**src/rtl/mii_rx_pkg.sv**
```systemverilog
package mii_rx_pkg;
  localparam int CG_W  = 5;
  localparam int NIB_W = 4;

  localparam logic [CG_W-1:0] CG_I = 5'b11111;
  localparam logic [CG_W-1:0] CG_J = 5'b11000;
  localparam logic [CG_W-1:0] CG_K = 5'b10001;
  localparam logic [CG_W-1:0] CG_T = 5'b01101;
  localparam logic [CG_W-1:0] CG_R = 5'b00111;

  localparam logic [NIB_W-1:0] NIB_SFD = 4'b0101;

  typedef enum logic [1:0] {
    ST_IDLE = 2'd0,
    ST_J    = 2'd1,
    ST_PKT  = 2'd2,
    ST_TAIL = 2'd3
  } rx_state_e;

  typedef struct packed {
    logic             dv;
    logic             er;
    logic [NIB_W-1:0] d;
  } mii_nib_t;
endpackage

```
**src/rtl/mii_rx_decode.sv**
```systemverilog
module mii_rx_decode
  import mii_rx_pkg::*;
(
  input  logic [CG_W-1:0]  cg_i,
  output logic             is_data_o,
  output logic [NIB_W-1:0] nib_o
);
  always_comb begin
    is_data_o = 1'b1;
    nib_o     = '0;
    unique case (cg_i)
      5'b11110: nib_o = 4'h0;
      5'b01001: nib_o = 4'h1;
      5'b10100: nib_o = 4'h2;
      5'b10101: nib_o = 4'h3;
      5'b01010: nib_o = 4'h4;
      5'b01011: nib_o = 4'h5;
      5'b01110: nib_o = 4'h6;
      5'b01111: nib_o = 4'h7;
      5'b10010: nib_o = 4'h8;
      5'b10011: nib_o = 4'h9;
      5'b10110: nib_o = 4'hA;
      5'b10111: nib_o = 4'hB;
      5'b11010: nib_o = 4'hC;
      5'b11011: nib_o = 4'hD;
      5'b11100: nib_o = 4'hE;
      5'b11101: nib_o = 4'hF;
      default:  is_data_o = 1'b0;
    endcase
  end
endmodule

```
**src/rtl/mii_rx_delim_fsm.sv**
```systemverilog
module mii_rx_delim_fsm
  import mii_rx_pkg::*;
(
  input  logic             clk_i,
  input  logic             rst_ni,
  input  logic             sync_i,
  input  logic [CG_W-1:0]  cg_i,
  input  logic             is_data_i,
  input  logic [NIB_W-1:0] nib_i,
  output mii_nib_t         nib_d_o
);
  rx_state_e state_q, state_d;

  always_comb begin
    state_d = state_q;
    nib_d_o = '0;
    unique case (state_q)
      ST_IDLE: if (sync_i && cg_i == CG_J) state_d = ST_J;
      ST_J: begin
        if (!sync_i)             state_d = ST_IDLE;
        else if (cg_i == CG_K) begin
          state_d   = ST_PKT;
          nib_d_o.dv = 1'b1;
          nib_d_o.d  = NIB_SFD;
        end
        else if (cg_i != CG_J)   state_d = ST_IDLE;
      end
      ST_PKT: begin
        if (!sync_i) begin
          // cut packet short, flag last nibble
          state_d    = ST_IDLE;
          nib_d_o.dv = 1'b1;
          nib_d_o.er = 1'b1;
        end else if (cg_i == CG_T) begin
          state_d = ST_TAIL;
        end else if (is_data_i) begin
          nib_d_o.dv = 1'b1;
          nib_d_o.d  = nib_i;
        end else begin
          nib_d_o.dv = 1'b1;
          nib_d_o.er = 1'b1;
        end
      end
      ST_TAIL: state_d = ST_IDLE; // swallow R
      default: state_d = ST_IDLE;
    endcase
  end

  always_ff @(posedge clk_i or negedge rst_ni) begin
    if (!rst_ni) state_q <= ST_IDLE;
    else         state_q <= state_d;
  end

  // packet state is only entered from the J wait state
  assert_pkt_entry_R7: assert property (@(posedge clk_i) disable iff (!rst_ni)
    (state_q != ST_PKT && state_d == ST_PKT) |-> (state_q == ST_J && cg_i == CG_K));
endmodule

```
**src/rtl/mii_rx_out_reg.sv**
```systemverilog
module mii_rx_out_reg
  import mii_rx_pkg::*;
(
  input  logic     clk_i,
  input  logic     rst_ni,
  input  mii_nib_t nib_d_i,
  output mii_nib_t nib_q_o
);
  always_ff @(posedge clk_i or negedge rst_ni) begin
    if (!rst_ni) nib_q_o <= '0;
    else         nib_q_o <= nib_d_i;
  end
endmodule

```
**src/rtl/mii_rx_bridge.sv**
```systemverilog
module mii_rx_bridge
  import mii_rx_pkg::*;
#(
  parameter bit IN_REG = 1'b0
) (
  input  logic             clk_i,
  input  logic             rst_ni,
  input  logic             sync_i,
  input  logic [CG_W-1:0]  cg_i,
  output logic             rxdv_o,
  output logic [NIB_W-1:0] rxd_o,
  output logic             rxer_o
);
  logic             sync_q;
  logic [CG_W-1:0]  cg_q;
  logic             is_data;
  logic [NIB_W-1:0] nib;
  mii_nib_t         nib_d, nib_q;

  generate
    if (IN_REG) begin : g_in_reg
      always_ff @(posedge clk_i or negedge rst_ni) begin
        if (!rst_ni) begin
          sync_q <= 1'b0;
          cg_q   <= CG_I;
        end else begin
          sync_q <= sync_i;
          cg_q   <= cg_i;
        end
      end
    end else begin : g_in_thru
      assign sync_q = sync_i;
      assign cg_q   = cg_i;
    end
  endgenerate

  mii_rx_decode u_dec (
    .cg_i      (cg_q),
    .is_data_o (is_data),
    .nib_o     (nib)
  );

  mii_rx_delim_fsm u_fsm (
    .clk_i     (clk_i),
    .rst_ni    (rst_ni),
    .sync_i    (sync_q),
    .cg_i      (cg_q),
    .is_data_i (is_data),
    .nib_i     (nib),
    .nib_d_o   (nib_d)
  );

  mii_rx_out_reg u_out (
    .clk_i   (clk_i),
    .rst_ni  (rst_ni),
    .nib_d_i (nib_d),
    .nib_q_o (nib_q)
  );

  assign rxdv_o = nib_q.dv;
  assign rxd_o  = nib_q.d;
  assign rxer_o = nib_q.er;

  assert_quiet_idle_R10: assert property (@(posedge clk_i) disable iff (!rst_ni)
    !rxdv_o |-> (rxd_o == '0 && !rxer_o));

  assert_er_needs_dv_R8: assert property (@(posedge clk_i) disable iff (!rst_ni)
    rxer_o |-> rxdv_o);

  assert_sfd_start_R4: assert property (@(posedge clk_i) disable iff (!rst_ni)
    $rose(rxdv_o) |-> ($past(sync_q) && $past(cg_q) == CG_K && rxd_o == NIB_SFD));

  assert_no_start_wo_sync_R2: assert property (@(posedge clk_i) disable iff (!rst_ni)
    (!sync_q && !rxdv_o) |=> !rxdv_o);

  assert_sync_loss_R9: assert property (@(posedge clk_i) disable iff (!rst_ni)
    (rxdv_o && !rxer_o && !sync_q) |=> (rxdv_o && rxer_o && rxd_o == '0));

  assert_tail_end_R6: assert property (@(posedge clk_i) disable iff (!rst_ni)
    (rxdv_o && !rxer_o && sync_q && cg_q == CG_T) |=> !rxdv_o);
endmodule

```
**config.mk**
```make
export PLATFORM = sky130hd
export DESIGN_NAME = mii_rx_bridge
export DESIGN_NICKNAME = d
export VERILOG_FILES = /design/src/rtl/mii_rx_pkg.sv /design/src/rtl/mii_rx_decode.sv /design/src/rtl/mii_rx_delim_fsm.sv /design/src/rtl/mii_rx_out_reg.sv /design/src/rtl/mii_rx_bridge.sv
export SDC_FILE = /design/constraint.sdc
export NUM_CORES = 1
export LEC_CHECK = 0
export BUFFER_PORTS_ARGS = -buffer_cell sky130_fd_sc_hd__buf_4
export CAP_MARGIN = 0
export CORE_MARGIN = 4
export CORE_UTILIZATION = 40
export DETAILED_ROUTE_END_ITERATION = 8
export GPL_TIMING_DRIVEN = 0
export PLACE_DENSITY = 0.73
export SYNTH_ARGS = -nofsm -noshare
export SYNTH_HDL_FRONTEND = slang
export SYNTH_SLANG_ARGS = --single-unit
```
**constraint.sdc**
```tcl
create_clock -name clk_i -period 2 [get_ports clk_i]
set_input_delay 0.2 -clock clk_i [delete_from_list [all_inputs] [get_ports clk_i]]
set_output_delay 0.2 -clock clk_i [all_outputs]
set_load 0.02 [all_outputs]
```
==> flow_summary_export.csv, run 1 <==
group,metric,value,unit
yosys,ys_ff_latch,8,
grt,grt_start_max_net_pins,11,
pwr,vdd_drop_max,0.000311,V
die,coreArea,1330,um2
clock_network,cts_setup_buffers,0,
die,die_width,45.9,um
job,cap_violations,0,
die,top_level_ports,14,
yosys,synthCells,55,
routing,drc,0,
sta,fmax,624,MHz
yosys,yosysTopAreaCellShare,34.8,%
sta,final.setup.tns,0,ns
clock_network,cts_tree,"built",
routing,first_iter_violations,2,
worst_setup_path,reg2reg_slack,0.40,ns
clock_network,cts_buffers,3,
yosys,synth.distinct_cells,30,
clock_network,cts.path.max_buffers,2,
clock_network,clk_pin_slew,0.05,ns
yosys,syn-num-nets,67,
grt,overflow,0,
worst_setup_path,crit_type,"flop to flop",
placed_design,numPortBuffers,11,
yosys,syn_area,576,um2
die,rows,13,
yosys,synth-main-ff-cell,"dfrtp_1",
sta,maxSlewHeadroom,77.3,%
routing,ant_nets,0,
worst_setup_path,crit_buf_inv,1,
hold_path,hold_path.class,"primary input to flop",
pwr,p_int,0.000330,W
die,start_util,43.2,%
pwr,power.switching,0.000151,W
placed_design,hpwlAfterDp,885,um
worst_setup_path,crit_chain,"inv_1 -> ha_1 -> o21a_1 -> o31ai_2 -> o311ai_2 -> mux2_1",
sta,setup_viol,0,
pwr,clock_power_share,23.5,%
routing,drtPass1Iterations,4,
yosys,synth_top_area_cell,"dfrtp_1",
sta,tightest_slew,0.339,ns
sta,finalCriticalPeriod,1.60,ns
pwr,power,0.000481,W
sta,finClkSkew,0.000325,ns
sta,hold_violations,0,
yosys,synth-edff-count,0,
final_layout,drive_gt1_share,32.9,%
grt,antenna_found_initial,0,
sta,finalCritPeriodShare,80.1,%
final_layout,syn_to_final_growth,23.3,%
worst_setup_path,cp-start-kind,"flop",
pwr,p_leak,0.325,nW
clock_network,root_buffer,"clkbuf_4",
status,outcome,"finished clean",
yosys,synth_area_leaders,"dfrtp_1 35%, ha_1 8.7%, nand4bb_4 4.8%, nand2_1 4.6%, xor2_1 4.6%",
worst_setup_path,critPathSlowestCell,"dfrtp_1",
die,die_h,45.9,um
pwr,comb_power_share,38.3,%
clock_network,h-tree-depth,1,
final_layout,diodes,0,
sta,grt_setup_unrepaired,"no",
pwr,p_seq_share,38.3,%
grt,grt_pass1_wl,1740,um
placed_design,place.gp.congestion,0.751,
yosys,ys_seq_area_share,34.8,%
routing,vias,443,
worst_setup_path,arrival,1.72,ns
routing,viasPerCell,5.21,
worst_setup_path,critPathMaxStageDelay,0.39,ns
clock_network,cts_num_sinks,8,
grt,track_usage,11.2,%
worst_setup_path,crit_required,2.12,ns
worst_setup_path,crit_path_end_kind,"flop",
pwr,pwr_density_cell,678,nW/um2
yosys,yosys_warnings,0,
pwr,switching_share,31.5,%
clock_network,insertion_delay,0.24,ns
worst_setup_path,crit_family,"flip-flops",
routing,drt_wl_total,1060,um
sta,finalMaxSlewViolations,0,
final_layout,nets,84,
yosys,synthArstFlopShare,100,%
die,fp.dieArea,2110,um2
grt,grt_pass1_vias,411,
yosys,syn_area_per_cell,10.5,um2
routing,wl_per_cell,12.4,um
worst_setup_path,critPathMaxFanout,6,
## final cells by class
class	instances	area (um2)
sequential	8	200
timing repair buffer	12	92.6
fill	138	624
tap	15	18.8
clock buffer	3	22.5
multi-input combinational	41	342
buffer	2	18.8
inverter	4	15.0
## state kept, by name (all words and copies together) (netlist names)
register,flops
u_fsm.state_q,2
u_out.nib_q_o,6
## Yosys cell counts, types with 2 or more instances
| cell | n |
|---|---|
| ha_1 | 4 |
| nand2b_1 | 2 |
| nand2_1 | 7 |
| dfrtp_1 | 8 |
| nor2_1 | 2 |
| xor2_1 | 3 |
| a21boi_1 | 3 |
| inv_1 | 4 |
## final timing paths
kind | start | to | cells after the start
max | u_fsm.state_q[0] | u_fsm.state_q[1] | 6
min | cg_i[2] | u_out.nib_q_o[1] | 3
max reg2reg | u_fsm.state_q[0] | u_fsm.state_q[1] | 6
min reg2reg | u_fsm.state_q[1] | u_fsm.state_q[1] | 1
max in group asynchronous | rst_ni | u_fsm.state_q[0] | 2
min in group asynchronous | rst_ni | u_out.nib_q_o[4] | 2
## worst reg2reg max path: cells and delay by family (launching register included)
family	cells	cell delay, ns
DFF	1	0.39
muxes	1	0.36
AOI/OAI and AO/OA	3	0.32
adders and majority gates	1	0.28
buffers and inverters	1	0.12
## per-stage QoR
stage / setup slack [ns] / hold slack [ns] / area, um2 / cells / utilization, %
3_3_place_gp: 0.435 / 0.0178 / 677 / 81 / 50.8
6_report: 0.397 / 0.239 / 709 / 85 / 53.2
5_1_grt: 0.324 / 0.249 / 709 / 85 / 53.2
4_1_cts: 0.408 / 0.229 / 709 / 85 / 53.2
2_1_floorplan: 0.545 / -0.0956 / 576 / 55 / -
3_5_place_dp: 0.415 / 0.0180 / 677 / 81 / 50.8
## placed cells by master (no fill, tap or decap)
cell type,count
nand2b_1,2
nand2_1,7
a21oi_1,1
nor3b_1,1
o21a_1,1
nand4_1,1
o41ai_1,1
nor3_1,1
clkbuf_4,3
mux2i_1,1
mux2_1,1
o31a_1,1
dlygate4sd3_1,1
or3_4,1
nand3_2,1
nand4bb_4,1
o21ai_1,1
a21boi_1,3
ha_1,4
o22ai_1,1
nor2_1,2
xnor2_1,1
xor2_1,3
o311ai_2,1
mux2_2,1
inv_1,4
a21oi_2,1
dfrtp_1,8
o31ai_2,1
o2111ai_1,1
buf_6,1
buf_4,12
## power by group through the flow
| stage | Combinational (W) | Clock [W] | Sequential, W |
|---|---|---|---|
| floorplan | 0.000138 | 0 | 0.000184 |
| global placement | 0.000179 | 0 | 0.000185 |
| detailed placement | 0.000184 | 0 | 0.000185 |
| CTS | 0.000186 | 0.000121 | 0.000184 |
| global route | 0.000206 | 0.000126 | 0.000184 |
| finish | 0.000184 | 0.000113 | 0.000184 |
## logic make-up after synthesis
kind of cell | count (synthesis) | share of synthesized area, %
and+or+nand+nor | 17 | 19.8
adders and majority gates | 4 | 8.70
DFF | 8 | 34.8
buffers and inverters | 6 | 5.87
muxes | 3 | 5.65
AOI/OAI and AO/OA | 13 | 19.1
xor gates and xnor gates | 4 | 6.09
## what timing repair did
action,in CTS,in global routing
gates resized for setup,0,0
hold endpoints to repair,8,0
hold buffers,1,0
## per-layer routing
metal	track usage (%)	vias up	share of wire, %
met4	5.11	0	0
li1	-	229	-
met5	0	-	0
met1	13.9	202	46
met3	1.19	0	7.3
met2	19.0	12	46
(Power assumes the default switching activity.)
==> run 2, diff against run 1 <==
- clock period: 2 -> 1.5 ns (I/O delays scaled with it)
==> flow_summary_export.csv, run 2 (synthesized netlist as in run 1, its figures left out) <==
group,metric,value,unit
pwr,pwr_density_cell,918,nW/um2
routing,wl_per_cell,12.9,um
routing,viasPerCell,5.22,
sta,final.setup.tns,-0.0192,ns
sta,finClkSkew,0.00122,ns
final_layout,fin_area,772,um2
pwr,p_seq_share,35.1,%
pwr,power.switching,0.000234,W
clock_network,cts.path.max_buffers,2,
routing,drc,0,
placed_design,post_dp_cell_area,677,um2
sta,maxSlewHeadroom,80.7,%
final_layout,diodes,0,
pwr,comb_power_share,43.4,%
routing,vias,459,
pwr,switching_share,33.0,%
hold_path,min_to,"u_out.nib_q_o[1]",
hold_path,min_path_cells,3,
pwr,vdd_drop_max,0.000495,V
final_layout,fin_util,57.9,%
sta,finalCritPeriodShare,101,%
die,top_level_ports,14,
final_layout,nFillCells,129,
routing,drt_wl_total,1130,um
routing,first_iter_violations,0,
grt,grt_start_max_net_pins,11,
die,coreArea,1330,um2
worst_setup_path,regToRegEndpoint,"u_fsm.state_q[1]",
final_layout,top_regs,"u_out.nib_q_o: 6 flops, u_fsm.state_q: 2 flops",
hold_path,hold_path.class,"primary input to flop",
clock_network,clk_pin_slew,0.05,ns
worst_setup_path,crit_path_end_kind,"flop",
final_layout,drive_gt1_share,43.8,%
sta,finalCriticalPeriod,1.52,ns
worst_setup_path,reg2reg_slack,-0.02,ns
pwr,p_int,0.000474,W
grt,grt_pass1_wl,1900,um
final_layout,most-common-layout-cells,"15 x buf_4, 8 x dfrtp_1, 7 x nand2_1",
routing,drtPass1Iterations,1,
grt,grt_pass1_vias,444,
die,start_util,43.2,%
worst_setup_path,crit_chain,"inv_2 -> ha_2 -> o21a_1 -> o31ai_4 -> o311ai_4 -> mux2_4",
placed_design,place_ws,-0.0854,ns
clock_network,cts_buffers,3,
pwr,p_leak,0.346,nW
clock_network,h-tree-depth,1,
worst_setup_path,r2r-start,"u_fsm.state_q[1]",
status,violations,"negative setup slack",
die,die_h,45.9,um
clock_network,cts_num_sinks,8,
sta,hold_violations,0,
final_layout,largest_register,"u_out.nib_q_o",
die,rows,13,
sta,grt_setup_unrepaired,"yes",
placed_design,numPortBuffers,11,
final_layout,nets,87,
worst_setup_path,critPathMaxStageDelay,0.43,ns
sta,setup_slack,-0.0192,ns
die,fp.dieArea,2110,um2
placed_design,hpwlAfterDp,885,um
worst_setup_path,crit_required,1.63,ns
status,outcome,"finished with violations",
worst_setup_path,arrival,1.64,ns
clock_network,root_buffer,"clkbuf_4",
die,die_width,45.9,um
placed_design,place.gp.congestion,0.751,
worst_setup_path,critPathMaxFanout,3,
grt,track_usage,12.1,%
grt,overflow,0,
sta,fmax,658,MHz
sta,holdWs,0.187,ns
final_layout,final_common_cell,"buf_4",
worst_setup_path,crit_type,"flop to flop",
pwr,clock_power_share,21.5,%
clock_network,insertion_delay,0.24,ns
clock_network,cts_tree,"built",
sta,tightest_slew,0.286,ns
sta,finalMaxSlewViolations,0,
hold_path,min_from,"cg_i[2]",
routing,ant_nets,0,
final_layout,largest_register_ffs,6,
sta,setup_viol,1,
final_layout,syn_to_final_growth,34.1,%
worst_setup_path,r2r_cells,6,
job,cap_violations,0,
grt,antenna_found_initial,0,
worst_setup_path,cp-start-kind,"flop",
worst_setup_path,critPathSlowestCell,"dfrtp_1",
-- run 2: changes by cell type in the layout (fill, tap and decap cells not counted) --
cell | previous run | this run
ha_4 | 0 | 1
mux2_1 | 1 | 0
mux2_4 | 0 | 1
o31ai_4 | 0 | 1
o31ai_2 | 1 | 0
o311ai_4 | 0 | 1
o311ai_2 | 1 | 0
inv_2 | 0 | 2
inv_1 | 4 | 2
buf_4 | 12 | 15
ha_1 | 4 | 1
ha_2 | 0 | 2
-- run 2: how the worst max path moves through the flow --
| stage | startpoint | to | depth (start not counted) |
|---|---|---|---|
| 5_1_grt | u_fsm.state_q[1] | u_fsm.state_q[1] | 6 |
| 3_3_place_gp | u_fsm.state_q[0] | u_fsm.state_q[1] | 6 |
| 4_1_cts | u_fsm.state_q[1] | u_fsm.state_q[1] | 5 |
| 3_5_place_dp | u_fsm.state_q[0] | u_fsm.state_q[1] | 6 |
| 6_report | u_fsm.state_q[1] | u_fsm.state_q[1] | 6 |
| 2_1_floorplan | u_fsm.state_q[0] | u_fsm.state_q[1] | 6 |
-- run 2: area by class of cell --
cell class	instances	area [um2]	share of cell area [%]
clock buffers	3	22.5	2.92
flip-flops and latches	8	200	25.9
well taps	15	18.8	2.43
multi-input cells	41	382	49.4
repair buffers	15	115	14.9
inverters	4	15.0	1.94
plain buffers	2	18.8	2.43
-- run 2: critical path: cells and delay by family (launching register included) --
family | cells | cell delay (ns)
adders and majority gates | 1 | 0.18
buffers and inverters | 1 | 0.07
DFF | 1 | 0.43
AOI/OAI and AO/OA | 3 | 0.41
muxes | 1 | 0.31
-- run 2: timing repair --
item                       CTS  global route
hold buffers                 1             0
setup endpoints to repair    1             2
resized for setup            8             1
setup buffers                2             1
pin swaps                    1             1
hold endpoints to repair     8             0
-- run 2: per-layer routing --
| layer | wire (um) | vias to the layer above | track usage [%] |
|---|---|---|---|
| met3 | 77 | 0 | 1.19 |
| met4 | 0 | 0 | 5.11 |
| met5 | 0 | - | 0 |
| met2 | 559 | 12 | 20.9 |
| li1 | - | 236 | - |
| met1 | 495 | 211 | 15.1 |
-- run 2: per-stage QoR --
step	std cells	power [W]
after floorplan	55	0.000429
final	88	0.000708
after CTS	87	0.000714
after detailed placement	81	0.000493
after global placement	81	0.000485
after global routing	88	0.000758
-- run 2: power by group through the flow --
stage / registers, W / logic, W / clock network (W)
floorplan: 0.000245 / 0.000184 / 0
global placement: 0.000246 / 0.000239 / 0
detailed placement: 0.000247 / 0.000246 / 0
CTS: 0.000248 / 0.000305 / 0.000161
global route: 0.000249 / 0.000341 / 0.000169
finish: 0.000249 / 0.000308 / 0.000152
